[src/rtl/tcam_lpm_pkg.sv]
package tcam_lpm_pkg;

  localparam int KEY_W  = 32;
  localparam int PLEN_W = $clog2(KEY_W + 1);

  // Care mask for a prefix length: top plen bits set, saturating at KEY_W.
  function automatic logic [KEY_W-1:0] plen_to_mask(input logic [PLEN_W-1:0] plen);
    logic [KEY_W-1:0] m;
    m = '0;
    for (int b = 0; b < KEY_W; b++) begin
      if (b + int'(plen) >= KEY_W) m[b] = 1'b1;
    end
    return m;
  endfunction

  // Ternary compare of one slot against a key.
  function automatic logic slot_hit(input logic             valid,
                                    input logic [KEY_W-1:0] value,
                                    input logic [KEY_W-1:0] mask,
                                    input logic [KEY_W-1:0] key);
    return valid && (((key ^ value) & mask) == '0);
  endfunction

endpackage

[src/rtl/tcam_slot_table.sv]
module tcam_slot_table
  import tcam_lpm_pkg::*;
#(
  parameter int ENTRIES = 16,
  parameter int NH_W    = 8,
  localparam int IDX_W  = (ENTRIES > 1) ? $clog2(ENTRIES) : 1
) (
  input  logic                           clk,
  input  logic                           rst_n,
  input  logic                           wr_en,
  input  logic [IDX_W-1:0]               wr_idx,
  input  logic                           wr_valid,
  input  logic [KEY_W-1:0]               wr_prefix,
  input  logic [PLEN_W-1:0]              wr_plen,
  input  logic [NH_W-1:0]                wr_nexthop,
  output logic [ENTRIES-1:0]             slot_valid,
  output logic [ENTRIES-1:0][KEY_W-1:0]  slot_value,
  output logic [ENTRIES-1:0][KEY_W-1:0]  slot_mask,
  output logic [ENTRIES-1:0][NH_W-1:0]   slot_nh
);

  logic [KEY_W-1:0] new_mask;
  logic [KEY_W-1:0] new_value;

  always_comb begin
    new_mask  = plen_to_mask(wr_plen);
    new_value = wr_prefix & new_mask;
  end

  always_ff @(posedge clk or negedge rst_n) begin
    if (!rst_n) begin
      slot_valid <= '0;
      slot_value <= '0;
      slot_mask  <= '0;
      slot_nh    <= '0;
    end else if (wr_en) begin
      for (int i = 0; i < ENTRIES; i++) begin
        if (wr_idx == IDX_W'(i)) begin
          slot_valid[i] <= wr_valid;
          slot_value[i] <= new_value;
          slot_mask[i]  <= new_mask;
          slot_nh[i]    <= wr_nexthop;
        end
      end
    end
  end

endmodule

[src/rtl/tcam_compare_stage.sv]
module tcam_compare_stage
  import tcam_lpm_pkg::*;
#(
  parameter int ENTRIES = 16,
  parameter int NH_W    = 8
) (
  input  logic                           clk,
  input  logic                           rst_n,
  input  logic                           lk_valid,
  input  logic [KEY_W-1:0]               lk_key,
  input  logic [ENTRIES-1:0]             slot_valid,
  input  logic [ENTRIES-1:0][KEY_W-1:0]  slot_value,
  input  logic [ENTRIES-1:0][KEY_W-1:0]  slot_mask,
  input  logic [ENTRIES-1:0][NH_W-1:0]   slot_nh,
  output logic                           s1_valid,
  output logic [ENTRIES-1:0]             s1_match,
  output logic [ENTRIES-1:0][NH_W-1:0]   s1_nh
);

  logic [ENTRIES-1:0] hit_vec;

  for (genvar i = 0; i < ENTRIES; i++) begin : g_cmp
    assign hit_vec[i] = slot_hit(slot_valid[i], slot_value[i], slot_mask[i], lk_key);
  end

  always_ff @(posedge clk or negedge rst_n) begin
    if (!rst_n) begin
      s1_valid <= 1'b0;
      s1_match <= '0;
      s1_nh    <= '0;
    end else begin
      s1_valid <= lk_valid;
      if (lk_valid) begin
        s1_match <= hit_vec;
        s1_nh    <= slot_nh;
      end else begin
        s1_match <= '0;
      end
    end
  end

endmodule

[src/rtl/tcam_prio_stage.sv]
module tcam_prio_stage #(
  parameter int ENTRIES = 16,
  parameter int NH_W    = 8,
  localparam int IDX_W  = (ENTRIES > 1) ? $clog2(ENTRIES) : 1
) (
  input  logic                          clk,
  input  logic                          rst_n,
  input  logic                          s1_valid,
  input  logic [ENTRIES-1:0]            s1_match,
  input  logic [ENTRIES-1:0][NH_W-1:0]  s1_nh,
  output logic                          res_valid,
  output logic                          res_hit,
  output logic [IDX_W-1:0]              res_idx,
  output logic [NH_W-1:0]               res_nexthop
);

  logic [IDX_W-1:0] win_idx;
  logic             any_hit;

  // Lowest index wins: scan from the top so the last assignment is the lowest.
  always_comb begin
    win_idx = '0;
    any_hit = 1'b0;
    for (int i = ENTRIES - 1; i >= 0; i--) begin
      if (s1_match[i]) begin
        win_idx = IDX_W'(i);
        any_hit = 1'b1;
      end
    end
  end

  always_ff @(posedge clk or negedge rst_n) begin
    if (!rst_n) begin
      res_valid   <= 1'b0;
      res_hit     <= 1'b0;
      res_idx     <= '0;
      res_nexthop <= '0;
    end else begin
      res_valid   <= s1_valid;
      res_hit     <= s1_valid && any_hit;
      res_idx     <= (s1_valid && any_hit) ? win_idx : '0;
      res_nexthop <= (s1_valid && any_hit) ? s1_nh[win_idx] : '0;
    end
  end

endmodule

[src/rtl/tcam_lpm_lookup.sv]
module tcam_lpm_lookup
  import tcam_lpm_pkg::*;
#(
  parameter int ENTRIES = 16,
  parameter int NH_W    = 8,
  localparam int IDX_W  = (ENTRIES > 1) ? $clog2(ENTRIES) : 1
) (
  input  logic              clk,
  input  logic              rst_n,
  input  logic              wr_en,
  input  logic [IDX_W-1:0]  wr_idx,
  input  logic              wr_valid,
  input  logic [31:0]       wr_prefix,
  input  logic [5:0]        wr_plen,
  input  logic [NH_W-1:0]   wr_nexthop,
  input  logic              lk_valid,
  input  logic [31:0]       lk_key,
  output logic              res_valid,
  output logic              res_hit,
  output logic [IDX_W-1:0]  res_idx,
  output logic [NH_W-1:0]   res_nexthop
);

  logic [ENTRIES-1:0]             slot_valid;
  logic [ENTRIES-1:0][KEY_W-1:0]  slot_value;
  logic [ENTRIES-1:0][KEY_W-1:0]  slot_mask;
  logic [ENTRIES-1:0][NH_W-1:0]   slot_nh;

  // Internal events brought out for the checker.
  logic                           s1_valid;
  logic [ENTRIES-1:0]             s1_match;
  logic [ENTRIES-1:0][NH_W-1:0]   s1_nh;

  tcam_slot_table #(.ENTRIES(ENTRIES), .NH_W(NH_W)) u_table (
    .clk        (clk),
    .rst_n      (rst_n),
    .wr_en      (wr_en),
    .wr_idx     (wr_idx),
    .wr_valid   (wr_valid),
    .wr_prefix  (wr_prefix),
    .wr_plen    (PLEN_W'(wr_plen)),
    .wr_nexthop (wr_nexthop),
    .slot_valid (slot_valid),
    .slot_value (slot_value),
    .slot_mask  (slot_mask),
    .slot_nh    (slot_nh)
  );

  tcam_compare_stage #(.ENTRIES(ENTRIES), .NH_W(NH_W)) u_cmp (
    .clk        (clk),
    .rst_n      (rst_n),
    .lk_valid   (lk_valid),
    .lk_key     (lk_key),
    .slot_valid (slot_valid),
    .slot_value (slot_value),
    .slot_mask  (slot_mask),
    .slot_nh    (slot_nh),
    .s1_valid   (s1_valid),
    .s1_match   (s1_match),
    .s1_nh      (s1_nh)
  );

  tcam_prio_stage #(.ENTRIES(ENTRIES), .NH_W(NH_W)) u_prio (
    .clk         (clk),
    .rst_n       (rst_n),
    .s1_valid    (s1_valid),
    .s1_match    (s1_match),
    .s1_nh       (s1_nh),
    .res_valid   (res_valid),
    .res_hit     (res_hit),
    .res_idx     (res_idx),
    .res_nexthop (res_nexthop)
  );

endmodule

[config.mk]
export PLATFORM = sky130hd
export DESIGN_NAME = tcam_lpm_lookup
export DESIGN_NICKNAME = d
export VERILOG_FILES = /design/src/rtl/tcam_lpm_pkg.sv /design/src/rtl/tcam_slot_table.sv /design/src/rtl/tcam_compare_stage.sv /design/src/rtl/tcam_prio_stage.sv /design/src/rtl/tcam_lpm_lookup.sv
export SDC_FILE = /design/constraint.sdc
export NUM_CORES = 2
export LEC_CHECK = 0
export ABC_AREA = 1
export BUFFER_PORTS_ARGS = -buffer_cell sky130_fd_sc_hd__buf_2
export CAP_MARGIN = 30
export CORE_UTILIZATION = 25
export DETAILED_ROUTE_END_ITERATION = 10
export GPL_TIMING_DRIVEN = 0
export MAX_ROUTING_LAYER = met4
export SLEW_MARGIN = 30
export SYNTH_ARGS = -nofsm -noshare
export SYNTH_HDL_FRONTEND = slang
export SYNTH_HIERARCHICAL = 1
export SYNTH_SLANG_ARGS = --single-unit
[constraint.sdc]
create_clock -name clk -period 3.93 [get_ports clk]
set_input_delay 0 -clock clk [delete_from_list [all_inputs] [get_ports clk]]
set_output_delay 0 -clock clk [all_outputs]
set_load 0.01 [all_outputs]
[Word level (Yosys, flattened, before mapping)]
Cells that the tools add are included.
Cells by class
  $add $sub $neg: 31
  magnitude comparators: 33
  equal/unequal tests: 15
  multiplexer cells: 69
  bitwise logic cells: 33
  reduce and logical (&&, ||, !) cells: 50
Operators by type and width (count)
  >= comparator 32 x 7 -> 1 bit, second input constant: 31
  AND 32 bit: 17
  logical NOT 32 bit: 16
  bitwise XOR 32 bit: 16
  adder 5 x 6 -> 7 bit, first input constant: 16
  2-to-1 mux 4 bit: 17
  adder 4 x 6 -> 7 bit, first input constant: 8
  2-to-1 mux 1 bit: 48
  binary-select mux 8 bit (select 4 bit): 1
  == test 4 bit, second input constant: 8
  AND reduction 2 bit: 16
  adder 3 x 6 -> 7 bit, first input constant: 4
  logical AND 1 bit: 17
  == test 4 x 3 -> 1 bit, second input constant: 4
  2-to-1 mux 16 bit: 1
  2-to-1 mux 8 bit: 2
  adder 2 x 6 -> 7 bit, first input constant: 2
  == test 4 x 2 -> 1 bit, second input constant: 2
  adder 1 x 6 -> 7 bit, first input constant: 1
  >= comparator 6 bit, second input constant: 1
  less-than comparator 4 x 5 -> 1 bit, second input constant: 1
  == test 4 x 1 -> 1 bit, second input constant: 1
  logical NOT 4 bit: 1
Storage, ports and cells
  register bits: 1327
  input bits: 87
  word-level logic and storage cells: 317

[Longest topological paths before layout]
  depth after elaboration: 19
  depth in mapped cells: 25
  depth with buffers taken out: 23

[By module]
Netlist, hierarchy kept.
By module, submodules not included
  tcam_slot_table: instances 1, cells each 4531, area an instance 43581.8 um^2, sequential area each 29228.0 um^2
  tcam_compare_stage: instances 1, cells each 2795, area an instance 15751.4 um^2, sequential area each 3628.5 um^2
  tcam_prio_stage: instances 1, cells each 430, area an instance 2273.4 um^2, sequential area each 350.3 um^2

[Worst setup path before layout]
Ideal clock, no wire load.
  kind: flip-flop to flip-flop
  start: register u_cmp.s1_match[14]
  end: register u_prio.res_nexthop[5]
  setup time: 0.132 ns
  data arrival time: 1.710 ns
  setup slack: 2.088 ns
  stages on the path, launching flop included: 25
  buffers on the path: 2
  cell sequence: dfrtp_1 > inv_1 > nand2_1 > nand2_1 > nand2_1 > nand2_1 > nand2_1 > nand2_1 > nand2_1 > nand2_1 > nand2_1 > nand2_1 > nand2_1 > nand2_1 > nand2_1 > nand2_2 > buf_6 > buf_4 > nand3_1 > nand3_1 > nand3_1 > nand2_1 > nand2_1 > nand2_1 > nor2_1
On the way
  cells in the longest elaborated chain, start to end: 18
  elaborated cells on any way between the ends: 34
RTL lines
  start, declared: RTL line tcam_compare_stage.sv:16  | output logic [ENTRIES-1:0] s1_match,
  start signal, assigned: RTL line tcam_compare_stage.sv:34  | s1_match <= hit_vec;
  2-to-1 mux 4 bit (15 in a row): RTL line tcam_prio_stage.sv:25  | if (s1_match[i]) begin
  binary-select mux 8 bit (select 4 bit): RTL line tcam_prio_stage.sv:42  | res_nexthop <= (s1_valid && any_hit) ? s1_nh[win_idx] : '0;
  2-to-1 mux 8 bit (not written as such): RTL line tcam_prio_stage.sv:42
  2-to-1 mux 8 bit (*): RTL line tcam_prio_stage.sv:42
  end signal, assigned: RTL line tcam_prio_stage.sv:42
  end, declared: RTL line tcam_prio_stage.sv:14  | output logic [NH_W-1:0] res_nexthop
Mark *: on every way between the ends. The rest lies on a longest branch, timed or not. The select of a mux whose other input is x is not followed.
A chain may end at the register's enable or synchronous reset.

[Final worst setup path]
  start: register u_table/slot_value[479] (netlist bit)
  end: register u_cmp.s1_match[14]
On the way
  cells in the longest elaborated chain, start to end: 5
RTL lines
  start, declared: RTL line tcam_slot_table.sv:17  | output logic [ENTRIES-1:0][KEY_W-1:0] slot_value,
  start signal, assigned by index: RTL line tcam_slot_table.sv:40  | slot_value[i] <= new_value;
  bitwise XOR 32 bit: RTL line tcam_lpm_pkg.sv:21  | return valid && (((key ^ value) & mask) == '0);
  AND 32 bit: RTL line tcam_lpm_pkg.sv:21
  logical NOT 32 bit: RTL line tcam_lpm_pkg.sv:21
  logical AND 1 bit: RTL line tcam_lpm_pkg.sv:21
  2-to-1 mux 16 bit: RTL line tcam_compare_stage.sv:33  | if (lk_valid) begin
No other way between the ends.

==> results.md <==
- Reg2reg setup slack: 960 ps
- Clock skew: roughly 49 ps
- Most used cell, CP: dlygate4sd3_1
- Register bit total from synthesis: 1,327
- CTS Buffer Depth: 3
- P_leak: approximately 0.036 uW
- DIE AREA: between 200,000 and 250,000 sq um
- Type of origin of the critical path: register
- Post-Synthesis Cell Area: slightly above 60,000 sq um
- Worst Hold Class: in2reg
- Place WS: 1154 ps
- ANT nets after route: 0
- Flop pwr share: 45.3%
- Peak supply drop: about 430 uV
- Status: finished, final reports clean
- Max-cap viol count: 0
- Critical-path cell list: or2_0 > nand3_1 > o21ai_0 > nor2_1 > dlygate4sd3_1 > nand3_1 > dlygate4sd3_1 > nor2_1 > dlygate4sd3_1
- Clock root buffer master: clkbuf_16
- Crit-path max FO: 3
- Combinational family with the most area after synthesis: simple AND/OR/NAND/NOR gates
- Synth area leaders: dfrtp_1 (54%), nand2_1 (20%), nand3_1 (5.4%), o21ai_1 (3.2%), nor2_1 (3.2%)
- Die H: between 400 and 500 microns
- Layout cells sized above 1: 12.23%
- Max-slew headroom at the worst pin: about a fifth
- TritonCTS Buffers: 147
- First-pass GRT wire length: between 400,000 and 500,000 microns
- Worst path top cell family by delay: buffers and inverters
- HP Start: lk_key[28]
- Critical path's slowest cell: dlygate4sd3_1
- Xor/xnor cell area share of the yosys netlist: 0%
- Via Count: around 60,000
- Post-Synth Adder-Cell Area: 0%
- Setup bufs post-CTS: 0
- RSZ-0062 raised after global routing: no
- Slew @ Worst Pin: 1197 ps
- Tmin final: 2972 ps
- Final WL: approximately 310,000 microns
- Net count, final: 8,171
- Initial antenna violation count: 45
- Cell taking the most area after synthesis: dfrtp_1
- Synth cell types: 41
- Most common flop cell mapped by yosys: dfrtp_1
- 1st-iter DRT viols: roughly 9,200
- Area share of and/or/nand/nor cells after synthesis: 30.34%
- Warnings from Yosys: 6
- Die X: 498.4 microns
- Smallest setup slack after layout: 958.4 ps
- WP buf/inv: 3
- Post-CTS sizing: 0
- CP peak stage delay: 590 ps
- Gr ovfl total: 0
- Worst reg-to-reg path cell count: 9
- Power per cell area: 557.1 nW/um^2
- Hold depth: 8
- Gr usage total: 25.42%
- Mux share of post-synthesis cell area: under 10%
- Vias per cell: 5.093
- IO Count: 101
- Reg2reg end: u_cmp/s1_match[14]
- Residual DRC: 0
- Tcrit/Tclk final: 75.61%
- End point of the worst hold path: u_cmp/s1_match[12]
- Gate power share: 19.6%
- # rows: 181
- Latest clock arrival within the worst-skew pair: 830 ps
- Switch Pwr: 13,160 uW
- WL/cell: 27.38 microns
- Sink Count: 1,327
- WP data required: 4700 ps
- Reg2Reg Launch Point: u_table/slot_value[479]
- Largest net degree at the start of global routing: 123
- Critical path class: reg2reg
- Pre-Repair DR Iteration Count: 6
- Synth Net Count: roughly 7,800
- Max Slew Vio Count: 0
- Sum Neg Setup Slack: 0 ps
- Detailed-placement wirelength estimate: approximately 220,000 microns
- Synth Instances: 7,756
- Post-synthesis compound-gate area fraction: 6.416%
- Cell-internal power: roughly 27,000 uW
- Critical Path AT: 3740 ps
- Vias in the first global route: 52,460
- Floorplan core area: 244,100 sq um
- Starting Density: about 25%
- I/O Buffers: 70
- Final hold viol count: 0
- CTS tree: yes
- Setup Viol. Count Final: 0
- EDFF count, synth: 0
- Critical path endpoint category: register
- CTS H-tree depth: 4
- Synth-to-layout area growth: 18.05%
- Clock transition at the registers of the reported paths: roughly 60 ps
- Average size of a mapped cell: between 7 and 8 sq um
- Area share of the largest cell type after synthesis: 53.90%
- Peak Freq: around 340 MHz
- Async SR Flop Fraction: 100.0%
- Sequential share of the synthesized area: around 54%
- Clock power frac: 35.1%
- Switch share: 32.49%
- Layout Utilization: 29.79%
- GPL Wtd Cong: 1.137
==> cell families (layout without fill, tap and decap cells) <==
kind of cell	Yosys count	count (layout)
AND/OR/NAND/NOR	4598	4598
buffers and inverters	957	1391
other	0	51
multiplexers	128	128
AO/OA/AOI/OAI	746	746
flip-flops	1327	1327
==> worst min-delay path, delay by kind of cell <==
| family | cells | cell delay, ps |
|---|---|---|
| simple gates | 5 | 300 |
| buf+inv | 2 | 410 |
| compound gates | 1 | 150 |
==> power by group through the flow <==
stage          registers [uW]  clock network (uW)  logic, uW
5_1_grt                 18700               14800       8640
3_5_place_dp            18500                   0       7470
6_report                18300               14200       7950
2_1_floorplan           17900                   0       4810
3_3_place_gp            18500                   0       7240
4_1_cts                 18300               14300       7580
==> per-layer routing <==
layer,global-route usage [%],part of all wire [%],vias to the layer above,wire (microns)
met2,32.56,38,4061,120300
li1,-,-,25140,-
met4,19.28,9.0,0,28150
met3,11.58,16,989,49520
met1,30.56,37,28090,115300
met5,-,0,-,0
==> worst max path at each step <==
stage / startpoint / endpoint / slack, ps / depth (start not counted)
CTS: u_table/slot_value[479] / u_cmp/s1_match[14] / 1090 / 9
global placement: rst_n / u_table/slot_mask[310] / -27810 / 1
global route: u_table/slot_value[479] / u_cmp/s1_match[14] / 850 / 9
floorplan: u_cmp/s1_match[14] / u_prio/res_nexthop[5] / 2090 / 24
finish: u_table/slot_value[479] / u_cmp/s1_match[14] / 960 / 9
detailed placement: u_cmp/s1_match[11] / u_prio/res_nexthop[1] / 1150 / 9
==> metrics by stage <==
stage | hold slack, ps | cell area [sq um] | cells | power, uW
final | 78.15 | 72730 | 11440 | 40510
after floorplan | -295.6 | 61610 | 7756 | 22740
after detailed placement | -36.58 | 66970 | 11060 | 25950
after global placement | 131.9 | 65960 | 11030 | 25730
after CTS | 16.02 | 72600 | 11390 | 40140
after global routing | 95.06 | 72690 | 11430 | 42100
==> area by class of cell <==
cell class	count	area, sq um
fillers	26160	171400
flip-flops and latches	1327	33210
multi-input cells	5472	24090
clock buffers	213	4394
well taps	3202	4006
plain buffers	495	2679
repair buffers	179	2024
inverters	462	1744
clock inverters	42	454.2
diodes	51	127.6
==> sequential cells by signal, indices dropped and copies added, names as in the netlist <==
register / cells
u_table/slot_mask: 512
u_table/slot_value: 512
u_cmp/s1_nh: 128
u_table/slot_nh: 128
u_cmp/s1_match: 16
u_table/slot_valid: 16
u_prio/res_nexthop: 8
u_prio/res_idx: 4
u_cmp/s1_valid: 1
u_prio/res_hit: 1
u_prio/res_valid: 1
==> timing repair <==
action                     4_1_cts  5_1_grt
setup endpoints to repair        0        0
hold buffers                    76        0
hold endpoints to repair      1129        0
==> synthesized netlist by cell type, types with 2 or more instances <==
library cell,count
nand2_1,3235
dfrtp_1,1327
nand3_1,670
nor2_1,524
inv_1,415
o21ai_1,400
buf_2,241
o21ai_0,240
clkbuf_1,165
mux2_2,128
a31oi_1,48
inv_2,40
buf_4,37
buf_6,36
o22ai_1,32
or2_1,30
or2_0,27
nand2_2,24
or2_2,23
nand4_1,17
o211ai_1,16
buf_1,15
nor2_4,11
nand3_2,10
nand3b_1,8
nor2_2,7
clkinv_2,4
o21ai_4,4
nand2_4,3
nor3_1,3
o21ai_2,3
a21oi_4,2
inv_4,2
nand3_4,2
==> cells in the final DEF (no fill, tap or decap), types with 13 or more instances in the layout <==
cell / count
nand2_1: 3235
dfrtp_1: 1327
buf_4: 37
o211ai_1: 16
inv_1: 415
o21ai_1: 400
inv_2: 40
buf_16: 31
clkbuf_2: 86
or2_1: 30
nand4_1: 17
o21ai_0: 240
o22ai_1: 32
buf_2: 312
mux2_2: 128
dlygate4sd3_1: 75
clkbuf_16: 153
clkbuf_8: 34
nand2_2: 24
clkbuf_1: 106
clkinv_2: 27
or2_0: 27
diode_2: 51
nand3_1: 670
or2_2: 23
nor2_1: 524
a31oi_1: 48
buf_1: 13
buf_6: 36
Note: power is estimated with default switching activity, not from simulation.
